## config.mk

```make
export PLATFORM = sky130hd
export DESIGN_NAME = clkdiv_top
export DESIGN_NICKNAME = d
export VERILOG_FILES = /design/src/rtl/clkdiv_pkg.sv /design/src/rtl/clkdiv_ctrl.sv /design/src/rtl/clkdiv_lane.sv /design/src/rtl/clkdiv_bank.sv /design/src/rtl/clkdiv_top.sv
export SDC_FILE = /design/constraint.sdc
export NUM_CORES = 1
export LEC_CHECK = 0
export BUFFER_PORTS_ARGS = -buffer_cell sky130_fd_sc_hd__buf_2
export CORE_ASPECT_RATIO = 0.7
export CORE_MARGIN = 10
export CORE_UTILIZATION = 38
export CTS_CLUSTER_SIZE = 28
export DETAILED_ROUTE_END_ITERATION = 8
export GPL_ROUTABILITY_DRIVEN = 1
export PLACE_DENSITY = 0.56
export SYNTH_ARGS = -nofsm -noshare
export SYNTH_HDL_FRONTEND = slang
export SYNTH_HIERARCHICAL = 1
export SYNTH_SLANG_ARGS = --single-unit
```

## constraint.sdc

```tcl
create_clock -name clk -period 3.1 [get_ports clk]
set_input_delay 0.62 -clock clk [delete_from_list [all_inputs] [get_ports clk]]
set_output_delay 0.62 -clock clk [all_outputs]
set_load 0.01 [all_outputs]
```

## src/rtl/clkdiv_pkg.sv

```systemverilog
package clkdiv_pkg;
  // configuration word layout
  localparam int CFG_W      = 16;
  localparam int HS_LSB     = 4;
  localparam int HS_CW      = 4;
  localparam int PB_LSB     = 10;
  localparam int PB_CW      = 3;
  localparam int NUM_PB     = 2;
  // shift and counter sizing
  localparam int MAX_SHIFT  = 9;
  localparam int SHIFT_W    = 4;
  localparam int PB_SHIFT_W = 3;
  localparam int CNT_W      = MAX_SHIFT;
  localparam int LANES      = 1 + 2 * NUM_PB;

  typedef struct packed {
    logic [SHIFT_W-1:0]                 hs;
    logic [NUM_PB-1:0][PB_SHIFT_W-1:0] pb;
    logic [NUM_PB-1:0][SHIFT_W-1:0]    tm;
  } divPlan_t;
endpackage

```

## src/rtl/clkdiv_ctrl.sv

```systemverilog
module clkdiv_ctrl
  import clkdiv_pkg::*;
(
  input  logic [CFG_W-1:0] busCfg,
  input  logic             timMode,
  output divPlan_t         plan
);
  logic unusedBits;
  assign unusedBits = ^{busCfg[HS_LSB-1:0], busCfg[PB_LSB-1:HS_LSB+HS_CW]};

  function automatic logic [SHIFT_W-1:0] hsDecode(input logic [HS_CW-1:0] code);
    logic [2:0] low;
    low = code[2:0];
    if (!code[HS_CW-1]) return '0;
    // step over shift 5 for the upper half of the codes
    if (low < 3'd4) return SHIFT_W'(low) + SHIFT_W'(1);
    return SHIFT_W'(low) + SHIFT_W'(2);
  endfunction

  function automatic logic [PB_SHIFT_W-1:0] pbDecode(input logic [PB_CW-1:0] code);
    if (!code[PB_CW-1]) return '0;
    return PB_SHIFT_W'(code[PB_CW-2:0]) + PB_SHIFT_W'(1);
  endfunction

  function automatic logic [SHIFT_W-1:0] tmDecode(input logic [PB_SHIFT_W-1:0] pb,
                                                  input logic [SHIFT_W-1:0] hs,
                                                  input logic mode);
    logic [SHIFT_W-1:0] pbw;
    pbw = SHIFT_W'(pb);
    if (mode) begin
      if (pbw <= SHIFT_W'(2)) return hs;
      return pbw - SHIFT_W'(2);
    end
    if (pbw == '0) return '0;
    return pbw - SHIFT_W'(1);
  endfunction

  assign plan.hs = hsDecode(busCfg[HS_LSB +: HS_CW]);

  for (genvar p = 0; p < NUM_PB; p++) begin : g_bus
    assign plan.pb[p] = pbDecode(busCfg[PB_LSB + p*PB_CW +: PB_CW]);
    assign plan.tm[p] = tmDecode(plan.pb[p], plan.hs, timMode);
  end
endmodule

```

## src/rtl/clkdiv_lane.sv

```systemverilog
module clkdiv_lane #(
  parameter int SW = 4,
  parameter int CW = 9
) (
  input  logic          clk,
  input  logic          rstN,
  input  logic [SW-1:0] shift,
  output logic          en
);
  logic [CW-1:0] cnt;
  logic [CW:0]   span;
  logic [CW-1:0] reload;

  assign span   = (CW+1)'(1) << shift;
  assign reload = CW'(span - (CW+1)'(1));
  assign en     = (cnt == '0);

  // the period is sampled only at a boundary
  always_ff @(posedge clk or negedge rstN) begin
    if (!rstN)   cnt <= '0;
    else if (en) cnt <= reload;
    else         cnt <= cnt - CW'(1);
  end
endmodule

```

## src/rtl/clkdiv_bank.sv

```systemverilog
module clkdiv_bank
  import clkdiv_pkg::*;
(
  input  logic             clk,
  input  logic             rstN,
  input  divPlan_t         plan,
  output logic [LANES-1:0] en
);
  logic [LANES-1:0][SHIFT_W-1:0] laneShift;

  assign laneShift[0] = plan.hs;
  for (genvar p = 0; p < NUM_PB; p++) begin : g_map
    assign laneShift[1 + p]          = SHIFT_W'(plan.pb[p]);
    assign laneShift[1 + NUM_PB + p] = plan.tm[p];
  end

  for (genvar l = 0; l < LANES; l++) begin : g_lane
    clkdiv_lane #(.SW(SHIFT_W), .CW(CNT_W)) lane_i (
      .clk   (clk),
      .rstN  (rstN),
      .shift (laneShift[l]),
      .en    (en[l])
    );
  end
endmodule

```

## src/rtl/clkdiv_top.sv

```systemverilog
module clkdiv_top
  import clkdiv_pkg::*;
(
  input  logic              clk,
  input  logic              rstN,
  input  logic [CFG_W-1:0]  busCfg,
  input  logic              timMode,
  output logic              hsEn,
  output logic [NUM_PB-1:0] pbEn,
  output logic [NUM_PB-1:0] timEn,
  output logic [SHIFT_W-1:0]    hsShift,
  output logic [PB_SHIFT_W-1:0] pbShiftA,
  output logic [PB_SHIFT_W-1:0] pbShiftB,
  output logic [SHIFT_W-1:0]    tmShiftA,
  output logic [SHIFT_W-1:0]    tmShiftB
);
  divPlan_t         plan;
  logic [LANES-1:0] laneEn;

  clkdiv_ctrl ctrl_i (
    .busCfg  (busCfg),
    .timMode (timMode),
    .plan    (plan)
  );

  clkdiv_bank bank_i (
    .clk  (clk),
    .rstN (rstN),
    .plan (plan),
    .en   (laneEn)
  );

  assign hsEn     = laneEn[0];
  assign pbEn     = laneEn[NUM_PB:1];
  assign timEn    = laneEn[2*NUM_PB:NUM_PB+1];
  assign hsShift  = plan.hs;
  assign pbShiftA = plan.pb[0];
  assign pbShiftB = plan.pb[1];
  assign tmShiftA = plan.tm[0];
  assign tmShiftB = plan.tm[1];
endmodule

```

==> flow_summary.yaml <==
run_status:
  status: "complete, no violations"
timing:
  setup_ws_ns: 0.125
  slew_headroom: 0.305
  finalMaxSlewViolations: 0
  max_freq_ghz: 0.336
  grt_setup_unrepaired: "no"
  finClkSkew_ns: 0.00255
  setup_viol: 0
  fin_crit_sh: 0.960
  min_period_ns: 2.98
  hold_slack_ns: 0.480
  worst_pin_slew_ns: 1.04
  hold_viol_final: 0
critical_path:
  path_max_fanout: 5
  required_ns: 2.48
  crit_type: "input pin to output pin"
  max_stage_delay_ns: 0.38
  arrival_ns: 2.36
  critPathBufInv: 4
  r2r_slack_ns: 0.87
  cp_common_cell: "buf_2"
  slowest_stage: "or3_4"
  worst_setup_path_start_kind: "input pin"
  cpLargestDelayFamily: "adder cells"
  cp_cell_sequence: "buf_2 > ha_4 > nand2_2 > ha_1 > or3_4 > a31oi_4 > buf_6 > buf_4 > buf_2"
  end_kind: "output pin"
pwr:
  peakVddDrop_mv: 0.263
  p_int_uw: 1170
  p_leak_uw: 0.00189
  p_switching_uw: 611
  p_seq_frac: 0.417
  swShare: 0.343
  clkPwrFrac: 0.301
  combPwrFrac: 0.283
  p_total_uw: 1780
  powerDensity_mw_per_mm2: 418
grt:
  grt_max_degree: 46
  grt_usage: 0.136
  overflow: 0
  antenna_found_initial: 0
  grt_first_pass_wirelength_um: 14400
  grt_pass1_vias: 2935
yosys:
  yosysWarnings: 6
  ys_types: 55
  syn-cell-area_mm2: 0.00327
  netlist_instances: 352
  ys_seq_area_frac: 0.344
  ys_ff_latch: 45
  async_reset_ff_frac: 1.00
  syn_area_per_cell_um2: 9.29
  synth_edf_count: 0
  synth-main-ff-cell: "dfrtp_1"
cells_and_area:
  regMostFlops: "bank_i/g_lane.lane_i/cnt"
  utilization: 0.507
  final_cell_mix: "buf_4, dfrtp_1, nor2_1"
  fin_nets: 483
  largest_reg_flops: 45
  num_antenna_cells: 0
  layout_commonest_cell: "buf_4"
  reg_top3: "bank_i/g_lane.lane_i/cnt x45"
  fillCellCount: 792
  design_area_mm2: 0.00426
  area_delta_synth_final_pct: 30.3
  drive_gt1_frac: 0.299
die:
  rows: 28
  dieArea_mm2: 0.0128
  ios: 42
  start_util: 0.389
  core_mm2: 0.00841
  die_x_um: 131
  die_height_um: 97.6
drt:
  wirelength_um: 8610
  drcViolationCount: 0
  viasPerCell: 5.64
  firstDrtPassIters: 7
  antenna_left: 0
  drtIter0Drc: 298
  vias: 3136
  wire_per_inst_um: 15.5
clock_network:
  insertion_delay_ns: 0.30
  clock_path_buffers: 2
  cts_max_level: 2
  numCtsBuffers: 5
  tritoncts: "yes"
  cts.sinks: 45
  clockRootBuffer: "clkbuf_16"
  cts.clk_slew.worst_paths_ns: 0.06
placement:
  dp_hpwl_um: 6530
  dpl_cell_area_mm2: 0.00404
  globalplace.congestion: 0.893
  io_buffers: 35
  place_ws_ns: -0.274
min_path:
  hold_path_class: "flop to flop"
job:
  maxCapViolations: 0
==> final cells by class <==
class / count / area [µm²] / area share
tap: 105 / 131 / 0.0308
sequential: 45 / 1130 / 0.264
multi-input combinational: 287 / 2200 / 0.517
inverter: 25 / 93.8 / 0.0220
clock buffer: 6 / 129 / 0.0302
timing repair buffer: 86 / 562 / 0.132
clock inverter: 2 / 15.0 / 0.00352
==> cells in the mapped netlist, drive strengths merged, types with 2 or more instances <==
cell / instances / share of area
nor3: 14 / 0.025
inv: 25 / 0.029
nand3: 4 / 0.0099
a311o: 4 / 0.012
o21ai: 6 / 0.0092
buf: 5 / 0.0076
xor2: 18 / 0.048
nand4: 6 / 0.011
a211o: 4 / 0.011
and3: 6 / 0.011
or2: 2 / 0.0038
a21oi: 2 / 0.0031
a311oi: 2 / 0.0092
a41oi: 10 / 0.029
o311ai: 2 / 0.0054
and4b: 3 / 0.010
xnor2: 18 / 0.048
ha: 14 / 0.054
o2111ai: 3 / 0.0080
a31oi: 26 / 0.050
nand2: 13 / 0.015
a41o: 8 / 0.026
o211ai: 5 / 0.011
nor4: 20 / 0.047
nor4b: 9 / 0.024
dfrtp: 45 / 0.34
o31ai: 2 / 0.0046
nand2b: 2 / 0.0038
a22o: 4 / 0.011
and2: 13 / 0.029
nor2: 36 / 0.041
nor2b: 7 / 0.013
==> metal layers <==
metal / vias to the layer above / part of all wire / GRT usage
met5: - / 0 / 0
met2: 77 / 0.44 / 0.197
met1: 1511 / 0.49 / 0.193
met3: 18 / 0.054 / 0.0349
met4: 0 / 0.018 / 0.0375
li1: 1530 / - / -
==> repair_timing <==
item / CTS / global route
resized for setup: 0 / 10
setup buffers: 0 / 2
setup endpoints to repair: 0 / 11
hold buffers: 0 / 0
==> path summary, 6_finish.rpt <==
path                                           startpoint                        endpoint  cells past startpoint
max                                            busCfg[10]                     tmShiftA[2]                      9
min                        bank_i/g_lane[2].lane_i/cnt[0]  bank_i/g_lane[2].lane_i/cnt[0]                      1
max reg2reg                bank_i/g_lane[2].lane_i/cnt[4]  bank_i/g_lane[2].lane_i/cnt[6]                      7
min reg2reg                bank_i/g_lane[2].lane_i/cnt[0]  bank_i/g_lane[2].lane_i/cnt[0]                      1
max in group asynchronous                            rstN  bank_i/g_lane[3].lane_i/cnt[7]                      1
min in group asynchronous                            rstN  bank_i/g_lane[2].lane_i/cnt[4]                      1
==> power by group through the flow <==
stage / Combinational, µW / Clock, µW / Sequential, µW
floorplan: 312 / 0 / 732
global placement: 480 / 0 / 750
detailed placement: 486 / 0 / 753
CTS: 488 / 554 / 742
global route: 564 / 567 / 755
finish: 504 / 536 / 742
==> metrics by stage <==
stage	setup TNS [ns]	instances
floorplan	-0.0342	362
global placement	-1.41	546
detailed placement	-1.65	546
CTS	0	554
global route	0	556
finish	0	556
==> kinds of logic (layout without fill, tap and decap cells) <==
family	count (synthesis)	after routing	synth area share
and+or+nand+nor	140	140	0.258
AOI/OAI and AO/OA	86	86	0.210
DFF	45	45	0.344
xor gates and xnor gates	36	36	0.0964
buffers and inverters	30	119	0.0363
adders and majority gates	14	14	0.0536
other	1	11	0.00115
Power figures use the tool's default switching activity.
